$ cat src/rtl/rbc_pkg.sv
package rbc_pkg;

  // Register layout: the packed order is the bit order of the configuration word.
  typedef struct packed {
    logic       async_rd;   // 15
    logic       rsvd_hi;    // 14
    logic [2:0] lat;        // 13:11
    logic       wait_hi;    // 10
    logic       hold2;      // 9
    logic       wait_lead;  // 8
    logic       seq;        // 7
    logic       rise_edge;  // 6
    logic [1:0] rsvd_lo;    // 5:4
    logic       wrap;       // 3
    logic [2:0] blen;       // 2:0
  } rbc_cfg_t;

  localparam logic [15:0] CFG_RESET = 16'h9DC7;
  localparam logic [2:0]  LEN_4     = 3'b001;
  localparam logic [2:0]  LEN_8     = 3'b010;
  localparam logic [2:0]  LAT_FLOOR = 3'd2;

  function automatic logic [2:0] eff_latency(input logic [2:0] code);
    return (code < LAT_FLOOR) ? LAT_FLOOR : code;
  endfunction

  function automatic logic is_fixed(input logic [2:0] code);
    return (code == LEN_4) || (code == LEN_8);
  endfunction

endpackage

$ cat src/rtl/rbc_cfg_reg.sv
module rbc_cfg_reg
  import rbc_pkg::*;
#(
  parameter int CFG_W = 16
) (
  input  logic             clk,
  input  logic             rst_n,
  input  logic             load,
  input  logic [CFG_W-1:0] wdata,
  output logic [CFG_W-1:0] cfg_q
);

  always_ff @(posedge clk or negedge rst_n) begin
    if (!rst_n) cfg_q <= CFG_W'(CFG_RESET);
    else if (load) cfg_q <= wdata;
  end


  load_taken_chk: assert property (@(posedge clk) disable iff (!rst_n)
    load |=> (cfg_q == $past(wdata)));

endmodule

$ cat src/rtl/rbc_beat_timer.sv
module rbc_beat_timer
  import rbc_pkg::*;
#(
  parameter int ADDR_W = 16
) (
  input  logic              clk,
  input  logic              rst_n,
  input  logic              start,
  input  logic              start_async,
  input  logic [2:0]        lat_code,
  input  logic              hold2,
  input  logic              wait_lead,
  input  logic [2:0]        blen,
  output logic              beat_valid,
  output logic              wait_act,
  output logic [ADDR_W-1:0] beat
);

  logic              run_q;
  logic              async_q;
  logic [2:0]        ph_q;
  logic              sub_q;
  logic [2:0]        lat_eff;
  logic [2:0]        wait_end;
  logic              fixed;
  logic [ADDR_W-1:0] last_beat;
  logic              in_data;

  always_comb begin
    lat_eff   = eff_latency(lat_code);
    wait_end  = wait_lead ? (lat_eff - 3'd1) : lat_eff;
    fixed     = is_fixed(blen);
    last_beat = (blen == LEN_8) ? ADDR_W'(7) : ADDR_W'(3);
    in_data   = run_q && (ph_q == lat_eff);
  end

  always_ff @(posedge clk or negedge rst_n) begin
    if (!rst_n) begin
      run_q   <= 1'b0;
      async_q <= 1'b0;
      ph_q    <= '0;
      sub_q   <= 1'b0;
      beat    <= '0;
    end else if (start) begin
      run_q   <= !start_async;
      async_q <= start_async;
      ph_q    <= '0;
      sub_q   <= 1'b0;
      beat    <= '0;
    end else if (run_q) begin
      if (ph_q != lat_eff) begin
        ph_q <= ph_q + 3'd1;
      end else if (!hold2 || sub_q) begin
        sub_q <= 1'b0;
        if (fixed && (beat == last_beat)) run_q <= 1'b0;
        else beat <= beat + ADDR_W'(1);
      end else begin
        sub_q <= 1'b1;
      end
    end
  end

  assign beat_valid = async_q || in_data;
  assign wait_act   = run_q && (ph_q < wait_end);


  hold_pair_chk: assert property (@(posedge clk) disable iff (!rst_n)
    (in_data && hold2 && !sub_q && !start) |=> (beat_valid && $stable(beat)));


  wait_edge_chk: assert property (@(posedge clk) disable iff (!rst_n)
    ($rose(beat_valid) && !async_q) |-> ($past(wait_act) == !wait_lead));


  len_bound_chk: assert property (@(posedge clk) disable iff (!rst_n)
    (run_q && fixed) |-> (beat <= last_beat));


  no_early_beat_chk: assert property (@(posedge clk) disable iff (!rst_n)
    (start && !start_async) |=> !beat_valid);

endmodule

$ cat src/rtl/rbc_addr_gen.sv
module rbc_addr_gen
  import rbc_pkg::*;
#(
  parameter int ADDR_W = 16
) (
  input  logic              clk,
  input  logic              rst_n,
  input  logic [ADDR_W-1:0] base,
  input  logic [ADDR_W-1:0] beat,
  input  logic              seq,
  input  logic              wrap,
  input  logic [2:0]        blen,
  output logic [ADDR_W-1:0] addr
);

  localparam logic [ADDR_W-1:0] MASK4 = ADDR_W'(3);
  localparam logic [ADDR_W-1:0] MASK8 = ADDR_W'(7);

  logic [ADDR_W-1:0] mask;
  logic [ADDR_W-1:0] linear;
  logic              fixed;

  always_comb begin
    mask   = (blen == LEN_8) ? MASK8 : MASK4;
    linear = base + beat;
    fixed  = is_fixed(blen);
    if (!fixed)
      addr = linear;
    else if (!seq)
      addr = (base & ~mask) | ((base ^ beat) & mask);
    else if (wrap)
      addr = (base & ~mask) | (linear & mask);
    else
      addr = linear;
  end


  block_keep_chk: assert property (@(posedge clk) disable iff (!rst_n)
    (fixed && (!seq || wrap)) |-> ((addr & ~mask) == (base & ~mask)));

endmodule

$ cat src/rtl/rbc_burst_reader.sv
module rbc_burst_reader
  import rbc_pkg::*;
#(
  parameter int ADDR_W = 16,
  parameter int DATA_W = 16
) (
  input  logic              clk,
  input  logic              rst_n,
  input  logic              cfg_load,
  input  logic [15:0]       cfg_wdata,
  input  logic              adv_valid,
  input  logic [ADDR_W-1:0] adv_addr,
  output logic [ADDR_W-1:0] arr_addr,
  input  logic [DATA_W-1:0] arr_rdata,
  output logic              dout_valid,
  output logic [DATA_W-1:0] dout_data,
  output logic              wait_o
);

  logic [15:0]       cfg_q;
  rbc_cfg_t          live_cfg;
  rbc_cfg_t          act_cfg;
  logic [ADDR_W-1:0] start_q;
  logic [ADDR_W-1:0] beat;
  logic              wait_act;

  rbc_cfg_reg #(.CFG_W(16)) i_cfg (
    .clk   (clk),
    .rst_n (rst_n),
    .load  (cfg_load),
    .wdata (cfg_wdata),
    .cfg_q (cfg_q)
  );

  assign live_cfg = rbc_cfg_t'(cfg_q);

  always_ff @(posedge clk or negedge rst_n) begin
    if (!rst_n) begin
      act_cfg <= rbc_cfg_t'(CFG_RESET);
      start_q <= '0;
    end else if (adv_valid) begin
      act_cfg <= live_cfg;
      start_q <= adv_addr;
    end
  end

  rbc_beat_timer #(.ADDR_W(ADDR_W)) i_timer (
    .clk         (clk),
    .rst_n       (rst_n),
    .start       (adv_valid),
    .start_async (live_cfg.async_rd),
    .lat_code    (act_cfg.lat),
    .hold2       (act_cfg.hold2),
    .wait_lead   (act_cfg.wait_lead),
    .blen        (act_cfg.blen),
    .beat_valid  (dout_valid),
    .wait_act    (wait_act),
    .beat        (beat)
  );

  rbc_addr_gen #(.ADDR_W(ADDR_W)) i_addr (
    .clk   (clk),
    .rst_n (rst_n),
    .base  (start_q),
    .beat  (beat),
    .seq   (act_cfg.seq),
    .wrap  (act_cfg.wrap),
    .blen  (act_cfg.blen),
    .addr  (arr_addr)
  );

  assign dout_data = arr_rdata;
  assign wait_o    = act_cfg.wait_hi ? wait_act : !wait_act;


  snap_hold_chk: assert property (@(posedge clk) disable iff (!rst_n)
    !adv_valid |=> $stable(act_cfg));


  async_hold_chk: assert property (@(posedge clk) disable iff (!rst_n)
    (dout_valid && act_cfg.async_rd && !adv_valid) |=> (dout_valid && $stable(arr_addr)));


  wait_quiet_chk: assert property (@(posedge clk) disable iff (!rst_n)
    dout_valid |-> (wait_o == !act_cfg.wait_hi));

endmodule

$ cat config.mk
export PLATFORM = sky130hd
export DESIGN_NAME = rbc_burst_reader
export DESIGN_NICKNAME = d
export VERILOG_FILES = /design/src/rtl/rbc_pkg.sv /design/src/rtl/rbc_cfg_reg.sv /design/src/rtl/rbc_beat_timer.sv /design/src/rtl/rbc_addr_gen.sv /design/src/rtl/rbc_burst_reader.sv
export SDC_FILE = /design/constraint.sdc
export NUM_CORES = 1
export LEC_CHECK = 0
export BUFFER_PORTS_ARGS = -buffer_cell sky130_fd_sc_hd__buf_4
export CORE_UTILIZATION = 40
export DETAILED_ROUTE_END_ITERATION = 10
export HOLD_SLACK_MARGIN = 0.15
export REMOVE_ABC_BUFFERS = 1
export SKIP_LAST_GASP = 1
export SYNTH_ARGS = -nofsm -noshare
export SYNTH_HDL_FRONTEND = slang
export SYNTH_SLANG_ARGS = --single-unit
export TNS_END_PERCENT = 50
$ cat constraint.sdc
create_clock -name clk -period 4.7 [get_ports clk]
set_input_delay 0.94 -clock clk [delete_from_list [all_inputs] [get_ports clk]]
set_output_delay 0.94 -clock clk [all_outputs]
set_load 0.03 [all_outputs]
# Word level (Yosys, flattened, before mapping)
# Cells that the tools add are included.
# totals
ff_bits,65
in_bits,52
output_inout_bits,34
word_cells,73
# classes
addsub,4
order_cmp,2
eq_ne,7
muxes,24
bitwise_logic,7
reduce_logical,15
# ops
operator,n
two-way mux 16 bit,8
AND 16 bit,3
bitwise OR 16 bit,2
two-way mux 3 bit,6
"adder 16 x 1 -> 16 bit, second input constant",1
adder 16 bit,1
== test 16 bit,1
NOT 16 bit,1
bitwise XOR 16 bit,1
two-way mux 1 bit,10
nonzero test 2 bit,3
"!= test 2 bit, second input constant",2
AND reduction 2 bit,2
AND reduction 4 bit,1
"adder 3 x 1 -> 3 bit, second input constant",1
"== test 3 x 1 -> 1 bit, second input constant",1
"== test 3 x 2 -> 1 bit, second input constant",1
== test 3 bit,1
logical AND 1 bit,3
zero test 1 bit,3
logical OR 1 bit,3
"< comparator 3 x 2 -> 1 bit, second input constant",1
< comparator 3 bit,1
!= test 3 bit,1
"subtractor 3 x 1 -> 3 bit, second input constant",1

# Logic depth before layout (Yosys ltp)
# Gate-level depths: netlist (run 1).
# logic_depth
depth_word,9
ltp_mapped,8
depth_no_buf,8

# Modules after synthesis
# A second synthesis (run 1) with hierarchy kept.
# unflattened
cells_unflattened,396
hier_area_um2,4214.0
# by_module_without_submodules
mod,instances,cells_each,area_each_um2
rbc_beat_timer,1,150,1373.8
rbc_burst_reader,1,74,1244.9
rbc_addr_gen,1,138,933.4
rbc_cfg_reg,1,34,661.9

# Worst setup path before layout (run 1)
# OpenSTA, ideal clock, no wires.
# synth_path
kind,register to output
from,register i_timer.beat[0]
to,output port arr_addr[14]
arrival_time_ps,2599
t_required_ps,3760
slack_ps,1161
path_stages_with_launch,9
path_cell_list,dfrtp_1 -> ha_1 -> fa_1 -> a21o_1 -> a21oi_1 -> o21a_1 -> nor3b_1 -> and4_1 -> nor3_1
# synth_via
elab_chain_cells,6
# synth_rtl
item,line_no,text
from (decl),rbc_beat_timer.sv:16,output logic [ADDR_W-1:0] beat
from (signal assigned),rbc_beat_timer.sv:56,else beat <= beat + ADDR_W'(1);
adder 16 bit (*),rbc_addr_gen.sv:25,linear = base + beat;
AND 16 bit,rbc_addr_gen.sv:32,addr = (base & ~mask) | (linear & mask);
bitwise OR 16 bit,rbc_addr_gen.sv:32,
two-way mux 16 bit,rbc_addr_gen.sv:31,else if (wrap)
two-way mux 16 bit,rbc_addr_gen.sv:29,else if (!seq)
two-way mux 16 bit (*),rbc_addr_gen.sv:27,if (!fixed)
to (decl),rbc_burst_reader.sv:13,"output logic [ADDR_W-1:0] arr_addr,"
# Every way passes the cells marked *; elsewhere a longest branch is shown, timed or not.

# Worst setup path in the final report (run 1)
# Ends and elaborated chain as after synthesis.

==> flow_summary_export.csv, run 1 <==
group,metric,value,unit
cts,htreeDepth,3,
sta,timing_hold_violations_final,0,
yosys,synth_ff_type,"dfrtp_1",
yosys,async_flop_share,100,%
layout,diodes,0,
critical_path,crit_type,"reg -> out",
power_and_ir_drop,peakVddDrop,0.197,mV
layout,final_common_cell,"buf_4",
cts,cts_tree,"done",
critical_path,cp-start-kind,"register",
cts,cts_setup_buffers,0,
yosys,syn_area,3920,um^2
critical_path,critPathArrivalTime,3.01,ns
job,maxCapViolations,0,
yosys,yosys_register_bits,61,
global_routing,grtUsageTotal,18.3,%
cts,path_clk_slew,0.07,ns
yosys,synth_sequential_area_ratio,39.5,%
global_routing,grt_pass1_vias,2971,
floorplanning,core_region_area,9370,um^2
cts,cts_resized,0,
yosys,synth_edf_count,0,
sta,min_period_over_period,84.0,%
sta,max_freq,253,MHz
route,routed-via-count,2974,
placed_design,gp_congestion,0.860,
floorplanning,ios,86,
layout,final_cell_mix,"49 x buf_4, 44 x dfrtp_1, 42 x mux2_2",
route,remaining_drc_errors,0,
layout,final_nets,489,
sta,rsz0062_at_grt,"false",
sta,finalCriticalPeriod,3.95,ns
critical_path,critical_path.endpoint_type,"output pin",
global_routing,grt_remaining_overflow,0,
global_routing,grt_max_degree,62,
cts,insertion_delay,0.34,ns
route,viasPerCell,5.41,
floorplanning,die-area,10200,um^2
global_routing,antenna_found_initial,0,
sta,slew_headroom,47.4,%
floorplanning,start_util,41.8,%
sta,worst_pin_slew,0.788,ns
placed_design,numPortBuffers,49,
cts,cts_sinks,61,
route,wl,8510,um
floorplanning,dieWidth,101,um
route,drtPass1Iterations,4,
critical_path,cpPeakStageDelay,0.45,ns
route,detail-route-antenna-nets,0,
critical_path,rrSetupSlack,2.50,ns
cts,cts-root-buf,"clkbuf_8",
yosys,yosysUniqueCellTypes,62,
power_and_ir_drop,total_leakage_power,1.85,nW
floorplanning,rows,35,
critical_path,crit_path_max_fanout,6,
power_and_ir_drop,p_per_area,332,nW/um^2
critical_path,path_cells,"ha_1 -> fa_1 -> a21o_1 -> a21oi_1 -> o21a_1 -> nor3b_1 -> a2111oi_0 -> nor3_1 -> buf_4",
floorplanning,chipHeight,101,um
layout,drive_gt1_share,32.1,%
cts,numCtsBuffers,9,
sta,finalClockSkew,0.00441,ns
power_and_ir_drop,p_total,0.00147,W
route,drtIter0Drc,130,
run_status,status,"completed",
route,wl_per_cell,15.5,um
sta,setup_tns,0,ns
yosys,syn_avg_cell_area,10.1,um^2
critical_path,slowest_stage,"dfrtp_1",
min_path,hold_class,"reg -> reg",
yosys,syn_inst,387,
sta,slew_viol_final,0,
layout,area_growth,13.1,%
cts,cts_buffer_depth,2,
placed_design,place_hpwl,5980,um
cts,holdBufCountCts,0,
critical_path,worstPathRequired,3.76,ns
yosys,yosys_warnings,0,
critical_path,ff2ff_path_depth,6,
sta,setup_violations,0,
global_routing,grt_pass1_wl,14300,um
min_path,worstHoldPathCells,2,
-- metrics by stage --
step / area (um^2) / instances / worst slack (ns) / utilization, % / hold WS [ns]
after floorplan: 3710 / 356 / 1.16 / - / 0.448
after global placement: 4240 / 534 / 1.18 / 45.3 / 0.474
after detailed placement: 4240 / 534 / 1.17 / 45.3 / 0.490
after CTS: 4430 / 550 / 0.753 / 47.3 / 0.507
after global routing: 4430 / 550 / 0.643 / 47.3 / 0.535
final: 4430 / 550 / 0.751 / 47.3 / 0.497
-- worst paths after layout --
| kind | from | to |
|---|---|---|
| max in group asynchronous | rst_n | start_q[1] |
| min reg2reg | i_cfg.cfg_q[3] | act_cfg[3] |
| max | i_timer.beat[0] | arr_addr[14] |
| min in group asynchronous | rst_n | start_q[10] |
| max reg2reg | act_cfg[12] | i_timer.beat[15] |
| min | i_cfg.cfg_q[3] | act_cfg[3] |
-- layout make-up --
class                           instances  area (um^2)
Clock buffer                           10          128
Fill cell                             927         4940
Clock inverter                          6         63.8
Multi-Input combinational cell        288         2140
Inverter                                7         26.3
Timing Repair Buffer                   49          368
Tap cell                              129          161
Sequential cell                        61         1550
-- metal layers --
layer	routed length (um)	track usage, %	part of all wire, %	up-vias
met4	103	5.35	1.2	0
met2	3760	28.6	44	90
met3	567	6.31	6.7	10
met5	0	0	0	-
li1	-	-	-	1447
met1	4070	23.8	48	1427
-- cell families after synthesis --
kind of cell / share of synthesized area [%]
AND/OR/NAND/NOR: 16.6
AO/OA/AOI/OAI: 12.0
flip-flops: 39.5
multiplexers: 12.8
buffers and inverters: 5.97
XOR/XNOR: 6.25
adder cells (fa/ha/maj): 6.89
-- worst max-delay path: cells and delay by family (launching register included) --
kind / cells / cell delay (ns)
buf+inv: 1 / 0.18
fa+ha+maj: 2 / 0.69
simple gates: 2 / 0.21
flops: 1 / 0.45
compound gates: 4 / 1.12
-- cells in the mapped netlist (all sizes together) (2+ instances only) --
cell type  instances  share of area, %
a2111oi            2              0.93
a211oi             2              0.38
a21o               3              0.61
a21oi             18               2.4
a31oi              3              0.48
and2               2              0.32
and3               3              0.48
and4               3              0.67
buf               21               4.1
clkbuf            10               1.2
dfrtp             44                28
dfstp             17                11
ha                20               6.4
inv                7              0.67
mux2              42                12
mux2i              3              0.77
nand2             29               2.8
nand3             12               1.7
nand3b             2              0.38
nand4              6              0.96
nor2              36               3.4
nor3               9               1.1
nor4              13               2.1
nor4b              3               1.1
o21a               3              0.57
o21ai             18               2.3
o21bai             4              0.77
or4                2              0.38
xnor2             16               3.6
xor2              12               2.7
-- flip-flops by register name, summed over array words and instances, names as in the netlist --
register	flops
i_timer.beat	16
start_q	16
i_cfg.cfg_q	12
act_cfg	11
i_timer.run_q	1
i_timer.async_q	1
i_timer.ph_q	3
i_timer.sub_q	1
-- power breakdown --
part           internal (W)  total (W)  leakage [nW]  switching, W
Combinational      0.000166   0.000381          1.02      0.000215
Sequential         0.000584   0.000633         0.738     0.0000495
Clock              0.000244   0.000457        0.0923      0.000213
Power figures use the tool's default switching activity.
==> inputs of run 2 (changes only) <==
==> constraint.sdc (replaced) <==
create_clock -name clk -period 3.8 [get_ports clk]
set_input_delay 0.76 -clock clk [delete_from_list [all_inputs] [get_ports clk]]
set_output_delay 0.76 -clock clk [all_outputs]
set_load 0.03 [all_outputs]
==> run 2 against run 1 <==
Against the previous run: sequential power up 24%; clock power rose by 41%; sequential share of layout area decreased by 0.30 points; routed wire length is 0.29% higher; combinational power increased by 25%; register-to-register slack got worse by 0.94 ns; design area increased by 0.87%; largest power group unchanged; highest routed layer unchanged.
==> flow_summary_export.csv, run 2 (synthesis results as in run 1) <==
group,metric,value,unit
run_status,status,"completed",
layout,final_cell_mix,"50 x buf_4, 44 x dfrtp_1, 42 x mux2_2",
cts,holdBufCountCts,0,
placed_design,gp_congestion,0.876,
layout,final_nets,490,
power_and_ir_drop,switchingPower,0.000584,W
power_and_ir_drop,total_leakage_power,1.88,nW
placed_design,place_hpwl,5990,um
sta,worst_pin_slew,0.776,ns
critical_path,slowest_stage,"dfrtp_1",
placed_design,numPortBuffers,49,
cts,path_clk_slew,0.07,ns
cts,cts-root-buf,"clkbuf_8",
sta,finalClockSkew,0.0126,ns
power_and_ir_drop,p_comb_share,25.0,%
layout,regArea,1550,um^2
layout,diodes,0,
sta,finalWorstSetupSlack,0.174,ns
sta,timing_hold_violations_final,0,
floorplanning,chipHeight,101,um
critical_path,path_cells,"ha_1 -> fa_1 -> a21o_1 -> a21oi_2 -> o21a_1 -> nor3b_1 -> a2111oi_0 -> nor3_1 -> buf_4",
power_and_ir_drop,seqPwrFrac,41.2,%
route,routed-via-count,2940,
power_and_ir_drop,p_per_area,425,nW/um^2
cts,cts_tree,"done",
route,drtPass1Iterations,4,
floorplanning,core_region_area,9370,um^2
floorplanning,dieWidth,101,um
critical_path,critPathArrivalTime,2.87,ns
layout,drive_gt1_share,32.2,%
power_and_ir_drop,p_sw_share,30.7,%
sta,slew_headroom,48.2,%
floorplanning,rows,35,
layout,final_common_cell,"buf_4",
critical_path,cp-start-kind,"register",
job,maxCapViolations,0,
critical_path,critical_path.endpoint_type,"output pin",
min_path,hold_class,"in -> async",
floorplanning,start_util,41.8,%
placed_design,pre_cts_slack,0.444,ns
cts,htreeDepth,3,
layout,nFillCells,920,
layout,biggestRegsByFlops,"i_timer.beat (16), start_q (16), i_cfg.cfg_q (12)",
global_routing,grt_pass1_vias,2927,
layout,area_growth,14.1,%
critical_path,worstPathRequired,3.04,ns
route,wl_per_cell,15.5,um
floorplanning,die-area,10200,um^2
sta,setup_violations,0,
sta,min_period_over_period,95.4,%
global_routing,grt_remaining_overflow,0,
global_routing,antenna_found_initial,0,
power_and_ir_drop,intPower,0.00132,W
critical_path,cpPeakStageDelay,0.44,ns
cts,cts_sinks,61,
route,remaining_drc_errors,0,
sta,slew_viol_final,0,
floorplanning,ios,86,
layout,multi_input_area,2140,um^2
route,viasPerCell,5.34,
sta,max_freq,276,MHz
power_and_ir_drop,pwr-share-clk,33.8,%
critical_path,crit_path_max_fanout,6,
global_routing,grt_pass1_wl,14200,um
route,detail-route-antenna-nets,0,
cts,cts_buffer_depth,2,
global_routing,grtUsageTotal,18.2,%
global_routing,grt_max_degree,62,
critical_path,crit_type,"reg -> out",
sta,rsz0062_at_grt,"false",
route,wl,8530,um
power_and_ir_drop,peakVddDrop,0.229,mV
sta,setup_tns,0,ns
cts,numCtsBuffers,9,
sta,finalCriticalPeriod,3.63,ns
cts,insertion_delay,0.35,ns
route,drtIter0Drc,217,
-- run 2: cell types whose count changed in the layout (fill, tap and decap cells not counted), sizes merged --
cell      before  now
bufinv         1    2
clkbuf        10   12
clkinvlp       2    0
clkinv         3    2
buf           49   50
-- run 2: power by group through the flow --
| stage | Sequential [W] | Combinational (W) | Clock, W |
|---|---|---|---|
| 2_1_floorplan | 0.000774 | 0.000316 | 0 |
| 3_3_place_gp | 0.000792 | 0.000467 | 0 |
| 3_5_place_dp | 0.000796 | 0.000478 | 0 |
| 4_1_cts | 0.000784 | 0.000480 | 0.000668 |
| 5_1_grt | 0.000794 | 0.000518 | 0.000695 |
| 6_report | 0.000783 | 0.000475 | 0.000644 |
-- run 2: worst paths after layout --
check,from,endpoint,slack [ns],cells past startpoint
setup / recovery,i_timer.beat[0],arr_addr[14],0.17,9
hold / removal,rst_n,start_q[14],0.49,1
setup reg to reg,act_cfg[12],i_timer.beat[13],1.56,6
hold reg to reg,i_cfg.cfg_q[3],act_cfg[3],0.49,2
max in group asynchronous,rst_n,i_timer.beat[0],2.79,1
min in group clk,i_cfg.cfg_q[3],act_cfg[3],0.49,2
-- run 2: routing by layer --
metal / track usage, % / part of all wire [%] / routed length [um]
met2: 28.0 / 45 / 3800
met3: 6.10 / 6.0 / 508
met1: 24.2 / 49 / 4140
met5: 0 / 0 / 0
met4: 5.24 / 0.95 / 81
-- run 2: through the flow --
step           area (um^2)  power [W]  std cells  hold WS (ns)  util (%)
6_report              4470    0.00190        551         0.489      47.7
5_1_grt               4470    0.00201        551         0.524      47.7
4_1_cts               4470    0.00193        551         0.503      47.7
3_5_place_dp          4250    0.00127        535         0.486      45.4
3_3_place_gp          4250    0.00126        535         0.475      45.4
2_1_floorplan         3710    0.00109        356         0.448         -
-- run 2: area by class of cell --
class / instances / area share, %
inverter: 7 / 0.587
tap: 129 / 3.61
multi-input combinational: 288 / 47.9
clock buffer: 12 / 3.24
timing repair buffer: 50 / 8.39
sequential: 61 / 34.6
clock inverter: 4 / 1.65
-- run 2: critical path: cells and delay by family (launching register included) --
kind            cells  cell delay, ns
simple gates        2            0.21
buf+inv             1            0.18
flops               1            0.44
compound gates      4            1.02
fa+ha+maj           2            0.69
-- run 2: repair_timing --
item,CTS,global route
gates resized for setup,0,1
endpoints found under the setup margin,0,1
setup buffers,0,0
==> inputs of run 3 (changes only) <==
--- a/config.mk
+++ b/config.mk
@@ -9,7 +9,6 @@
 export CORE_UTILIZATION = 40
 export DETAILED_ROUTE_END_ITERATION = 10
 export HOLD_SLACK_MARGIN = 0.15
-export REMOVE_ABC_BUFFERS = 1
 export SKIP_LAST_GASP = 1
 export SYNTH_ARGS = -nofsm -noshare
 export SYNTH_HDL_FRONTEND = slang
==> run 3 against run 2 <==
Against the previous run: final cell count down 0.18%; register-to-register slack improved by 0.02 ns; count of clock-buffer cells in the layout increased by 1; design area decreased by 0.20%; sequential cell count unchanged; die area unchanged; combinational power shrank 1%; sequential share of layout area up 0.068 points; global-route usage about the same; maximum frequency increased by 0.47%; critical path type unchanged; critical endpoint unchanged.
==> flow_summary_export.csv, run 3 (synthesis results as in run 1) <==
group,metric,value,unit
placed_design,numPortBuffers,49,
power_and_ir_drop,p_total,0.00188,W
cts,cts_setup_buffers,0,
layout,area_growth,13.8,%
critical_path,critPathArrivalTime,2.85,ns
global_routing,grt_pass1_vias,2919,
floorplanning,chipHeight,101,um
cts,cts_tree,"done",
global_routing,grt_pass1_wl,14200,um
cts,numCtsBuffers,9,
sta,slew_headroom,47.1,%
job,maxCapViolations,0,
cts,cts_sinks,61,
route,wl_met2,4050,um
floorplanning,dieWidth,101,um
power_and_ir_drop,peakVddDrop,0.161,mV
cts,htreeDepth,3,
critical_path,cp-start-kind,"register",
power_and_ir_drop,total_leakage_power,1.87,nW
power_and_ir_drop,p_per_area,421,nW/um^2
route,wl_per_cell,15.4,um
route,wl,8450,um
global_routing,grtUsageTotal,18.2,%
sta,max_freq,277,MHz
route,viasPerCell,5.36,
layout,drive_gt1_share,32.5,%
placed_design,placed_cells,534,
route,remaining_drc_errors,0,
critical_path,crit_type,"reg -> out",
sta,min_period_over_period,95.0,%
layout,fin_cells,550,
critical_path,crit_path_max_fanout,6,
route,top_layer,"met4",
global_routing,grt_remaining_overflow,0,
layout,diodes,0,
cts,cts_buffer_depth,2,
sta,finalClockSkew,0.0118,ns
placed_design,gp_congestion,0.819,
sta,setup_violations,0,
layout,biggestRegsByFlops,"i_timer.beat (16), start_q (16), i_cfg.cfg_q (12)",
run_status,status,"completed",
cts,cts-root-buf,"clkbuf_8",
placed_design,place_hpwl,5880,um
floorplanning,start_util,41.8,%
layout,final_common_cell,"buf_4",
sta,setup_tns,0,ns
route,drtPass1Iterations,4,
critical_path,critical_path.endpoint_type,"output pin",
floorplanning,rows,35,
sta,finalCriticalPeriod,3.61,ns
route,dr_wl_met3,313,um
floorplanning,ios,86,
sta,worst_pin_slew,0.794,ns
floorplanning,core_region_area,9370,um^2
min_path,hold_class,"in -> async",
route,routed-via-count,2946,
sta,timing_hold_violations_final,0,
cts,path_clk_slew,0.08,ns
cts,insertion_delay,0.35,ns
floorplanning,die-area,10200,um^2
layout,final_nets,489,
route,detail-route-antenna-nets,0,
critical_path,worstPathRequired,3.04,ns
layout,final_cell_mix,"49 x buf_4, 44 x dfrtp_1, 42 x mux2_2",
sta,slew_viol_final,0,
global_routing,grt_max_degree,62,
yosys,syn-num-nets,460,
route,drtIter0Drc,150,
route,wl_met1,3980,um
global_routing,antenna_found_initial,0,
sta,rsz0062_at_grt,"false",
[run 3: per-layer routing]
layer	GRT usage, %	vias up
li1	-	1443
met1	23.2	1434
met2	30.6	56
met3	4.23	13
met4	5.80	0
met5	0	-
[run 3: worst paths after layout]
kind,slack [ns],depth (start not counted),startpoint,endpoint
max in group asynchronous,2.78,1,rst_n,i_timer.beat[14]
worst max register to register,1.58,6,act_cfg[12],i_timer.beat[13]
worst min-delay path,0.49,1,rst_n,start_q[12]
min in group clk,0.50,1,i_cfg.cfg_q[9],i_cfg.cfg_q[9]
worst min register to register,0.50,1,i_cfg.cfg_q[9],i_cfg.cfg_q[9]
worst max-delay path,0.19,9,i_timer.beat[0],arr_addr[14]
[run 3: worst max-delay path: stages, from the launching register on]
cell and delay [ns]:
dfrtp_1 0.44, ha_2 0.24, fa_1 0.42, a21o_1 0.21, a21oi_2 0.21, o21a_2 0.20, nor3b_1 0.08, a2111oi_1 0.40
nor3_1 0.12, buf_4 0.19
[run 3: through the flow]
| stage | hold slack, ns | setup slack, ns | instance area [um^2] | utilization, % |
|---|---|---|---|---|
| 3_5_place_dp | 0.487 | 0.444 | 4240 | 45.3 |
| 3_3_place_gp | 0.477 | 0.427 | 4240 | 45.3 |
| 6_report | 0.492 | 0.191 | 4460 | 47.6 |
| 4_1_cts | 0.507 | 0.0406 | 4460 | 47.5 |
| 2_1_floorplan | 0.449 | 0.441 | 3920 | - |
| 5_1_grt | 0.533 | 0.0189 | 4460 | 47.6 |
[run 3: power breakdown]
group          switching (W)  internal, W  total [W]
combinational       0.000265     0.000205   0.000470
clock               0.000268     0.000360   0.000628
sequential         0.0000593     0.000722   0.000781
total               0.000592      0.00129    0.00188
[run 3: timing repair]
| item | in CTS | in global routing |
|---|---|---|
| resized for setup | 0 | 4 |
| setup endpoints to repair | 0 | 1 |
| hold buffers | 0 | 0 |
[run 3: final cells by class]
cell class                 instances  area (um^2)
fill                             952         4910
multi-input combinational        288         2150
sequential                        61         1550
timing repair buffer              49          368
clock buffer                      13          170
tap                              129          161
clock inverter                     3         42.5
inverter                           7         26.3
